===== src/rtl/adder_alu.sv =====
module adder_alu #(
  parameter int W = 8
) (
  input  logic         clk,
  input  logic         rst_n,
  input  logic [W-1:0] a,
  input  logic [W-1:0] b,
  input  logic [2:0]   op,
  output logic [W-1:0] res,
  output logic         cout
);

  logic [W-1:0] ia, ib;
  logic         cin;
  logic [W:0]   carry;

  // per-bit conditioning cells
  for (genvar i = 0; i < W; i++) begin : g_cell
    always_comb begin
      ib[i] = 1'b0;
      unique case (op)
        3'b000: begin ia[i] = a[i];          ib[i] = b[i];  end
        3'b001: begin ia[i] = a[i];          ib[i] = ~b[i]; end
        3'b010,
        3'b011: ia[i] = a[i];
        3'b100: ia[i] = a[i] & b[i];
        3'b101: ia[i] = a[i] | b[i];
        3'b110: ia[i] = a[i] ^ b[i];
        default: ia[i] = ~a[i];
      endcase
    end
  end

  // carry-in cell: depends on opcode only
  assign cin = (op == 3'b001) || (op == 3'b010);

  // shared ripple adder
  assign carry[0] = cin;
  for (genvar i = 0; i < W; i++) begin : g_add
    assign res[i]     = ia[i] ^ ib[i] ^ carry[i];
    assign carry[i+1] = (ia[i] & ib[i]) | (carry[i] & (ia[i] ^ ib[i]));
  end
  assign cout = carry[W];

  p_add_r1: assert property (@(posedge clk) disable iff (!rst_n)
    op == 3'b000 |-> {cout, res} == {1'b0, a} + {1'b0, b});
  p_sub_r2: assert property (@(posedge clk) disable iff (!rst_n)
    op == 3'b001 |-> (res == W'(a - b)) && (cout == (a >= b)));
  p_inc_r3: assert property (@(posedge clk) disable iff (!rst_n)
    op == 3'b010 |-> (res == W'(a + 1'b1)) && (cout == (a == '1)));
  p_pass_r4: assert property (@(posedge clk) disable iff (!rst_n)
    op == 3'b011 |-> res == a && !cout);
  p_and_r5: assert property (@(posedge clk) disable iff (!rst_n)
    op == 3'b100 |-> res == (a & b) && !cout);
  p_or_r6: assert property (@(posedge clk) disable iff (!rst_n)
    op == 3'b101 |-> res == (a | b) && !cout);
  p_xor_r7: assert property (@(posedge clk) disable iff (!rst_n)
    op == 3'b110 |-> res == (a ^ b) && !cout);
  p_not_r8: assert property (@(posedge clk) disable iff (!rst_n)
    op == 3'b111 |-> res == ~a && !cout);
  p_stateless_r9: assert property (@(posedge clk) disable iff (!rst_n)
    $stable(a) && $stable(b) && $stable(op) |-> $stable(res) && $stable(cout));

endmodule


===== config.mk =====
export PLATFORM = sky130hd
export DESIGN_NAME = adder_alu
export DESIGN_NICKNAME = d
export VERILOG_FILES = /design/src/rtl/adder_alu.sv
export SDC_FILE = /design/constraint.sdc
export NUM_CORES = 1
export LEC_CHECK = 0
export ABC_AREA = 1
export ABC_CLOCK_PERIOD_IN_PS = 9800
export BUFFER_PORTS_ARGS = -buffer_cell sky130_fd_sc_hd__buf_2
export CORE_ASPECT_RATIO = 1.25
export CORE_MARGIN = 5
export CORE_UTILIZATION = 50
export DETAILED_ROUTE_END_ITERATION = 8
export PLACE_DENSITY_LB_ADDON = 0.3
export SLEW_MARGIN = 10
export SYNTH_ARGS = -nofsm -noshare
export SYNTH_HDL_FRONTEND = slang
export SYNTH_SLANG_ARGS = --single-unit

===== constraint.sdc =====
create_clock -name vclk -period 9.8
set_clock_uncertainty 0.2 [all_clocks]
set_input_delay 1.47 -clock vclk [all_inputs]
set_output_delay 1.47 -clock vclk [all_outputs]
set_load 0.03 [all_outputs]

==> run metrics <==
status=finished clean; FFs & Latches=0; largest family of logic cells by synthesized area=simple AND/OR/NAND/NOR gates; Syn Inst Count=164; final hold violation count=0; Synth Area in Simple Gates=42.59%; Setup CP Type=input pin to output port; multiplexer share of the synthesized area=0%; Vias/cell=5.164; drt total wl=2.339 mm; Ant. Diodes=0; antenna violations before repair=0; row cnt=18; drt initial violations=17; slew margin rel.=62.48%; vias in the first global route=1033; yosys warns=0; register area share after synthesis=0%; crit-path leading delay family=adder cells; Placed Cells=207; die area=3134 um2; leakage=0.7165 nW; Crit path largest cell delay=0.45 ns; Worst EP required=8.13 ns; PwrDens=61.49 nW/um2; DR vias=1069; Min-Delay Endpoint=res[0]; most frequent CP cell=fa_1; mapped cell area=1055 um2; nature of the critical path startpoint=input pin; postcts setup bufs=0; setup tns final=0 ns; final net count=234; CP cell instances=buf_2 -> nand3_2 -> inv_2 -> nand2_1 -> nand2_1 -> fa_1 -> inv_1 -> fa_1 -> fa_1 -> fa_1 -> fa_1 -> fa_1 -> inv_1 -> fa_1 -> fa_1 -> inv_1 -> buf_2; peak supply drop=0.05609 mV; adder-cell area share of the yosys netlist=34.16%; most common cell after layout, fill and taps aside=inv_1; commonest cells after routing, fill and taps aside=inv_1 (34), nand2_1 (28), buf_2 (28); DRT Pass-1 Iters=5; Die W=51.08 um; Die Y=61.35 um; Final Critical Period=7.251 ns; clk_buf instances=0; crit end category=output port; Worst Path Max Fanout=25; post-DR wirelength/cell=11.30 um; total power=0.07262 mW; Routability Congestion=0.7919; GRT Resource Usage Total=16.79%; Remaining Overflow, GRT=0; Worst path slowest cell=buf_2; final worst-path cycle share=73.99%; HP Start=a[0]; Mean Syn Cell Area=6.431 um2; Post-DRT Antenna Nets=0; Area growth syn-to-layout=11.98%; Slew Limit Fails=0; Buf+Inv Stages, Crit Path=6; Hold Path Class=input pin to output port; Final Non-Filler Cells=207; pin count of the biggest net entering global routing=26; Mapped Nets=209; DRC=0; fillers=213; layout cells sized above 1=26.74%; Max Clk Rate=0.1379 GHz; hold buffers post-CTS=0; Synth cell types=22; worst-margin pin slew=0.5627 ns; Max Cap Viol=0; global-route wire length before repair=4.250 mm; PostCTS Resize Cnt=0; unrepaired setup endpoints after global routing=no; Post-Synth XOR/XNOR Area=0%; dpl hpwl=1.963 mm; Hold Crit Depth=6; post-synthesis compound-gate area fraction=6.050%; I/O Buffers=28; CP arrival=5.58 ns; starting density of the core=52.62%; Core Footprint=2004 um2; # setup viols final=0; register area=0 um2; Top-Level Pins=30
[synthesized netlist by cell type]
| cell type | number | share of area, % |
|---|---|---|
| nor2_4 | 2 | 2.1 |
| buf_2 | 1 | 0.47 |
| buf_6 | 1 | 1.1 |
| o21ai_0 | 1 | 0.47 |
| inv_1 | 34 | 12 |
| nand3_2 | 2 | 1.9 |
| nand2_4 | 1 | 1.1 |
| nand3_4 | 1 | 1.7 |
| ha_1 | 16 | 19 |
| nor2_1 | 26 | 9.3 |
| nand2_1 | 28 | 10 |
| o21ai_1 | 3 | 1.4 |
| nand3_1 | 14 | 6.6 |
| or2_1 | 1 | 0.59 |
| fa_1 | 8 | 15 |
| buf_4 | 3 | 2.1 |
| nor2_8 | 1 | 1.9 |
| o21ai_2 | 5 | 4.2 |
| nor3_2 | 1 | 0.95 |
| inv_2 | 4 | 1.4 |
| nand2_2 | 5 | 3.0 |
| nand4_1 | 6 | 3.6 |
[tightest hold or removal path: cells and delay by family]
family,cells,cell delay (ns)
buffers and inverters,3,0.29
adder cells (fa/ha/maj),1,0.15
AND/OR/NAND/NOR,2,0.13
[area by class of cell]
| type | count | area (um2) | share of cell area [%] |
|---|---|---|---|
| well taps | 20 | 25.02 | 2.119 |
| multi-input cells | 121 | 873.3 | 73.94 |
| repair buffers | 28 | 140.1 | 11.86 |
| inverters | 38 | 142.6 | 12.08 |
[worst max path at each step]
stage	startpoint	to	slack, ns	cells after the start
4_1_cts	op[2]	res[7]	2.51	17
3_3_place_gp	op[2]	res[7]	2.59	17
5_1_grt	op[2]	res[7]	2.31	17
3_5_place_dp	op[2]	res[7]	2.51	17
6_report	op[2]	res[7]	2.55	17
2_1_floorplan	op[0]	res[7]	3.11	18
[through the flow]
stage,worst slack (ns),instance area (um2),hold slack (ns),utilization (%)
2_1_floorplan,3.106,1055,3.124,-
3_3_place_gp,2.586,1181,3.313,58.93
3_5_place_dp,2.508,1181,3.318,58.93
4_1_cts,2.508,1181,3.319,58.93
5_1_grt,2.312,1181,3.360,58.93
6_report,2.549,1181,3.313,58.93
[power breakdown]
| group | switching, mW | internal [mW] |
|---|---|---|
| logic | 0.0501 | 0.0225 |
| registers | 0 | 0 |
| clock network | 0 | 0 |
| total | 0.0501 | 0.0225 |
[kinds of logic (layout without fill, tap and decap cells)]
group                      after synthesis  in the layout
AOI/OAI and AO/OA                        9              9
buffers and inverters                   43             66
and+or+nand+nor                         88             88
adders and majority gates               24             24
[metal layers]
metal	part of all wire, %	vias to the layer above	track usage (%)
met5	0	-	0
met4	0	0	0.7692
met3	5.5	0	0.7264
met2	52	29	32.78
met1	43	491	21.42
li1	-	549	-
Power figures use the tool's default switching activity.
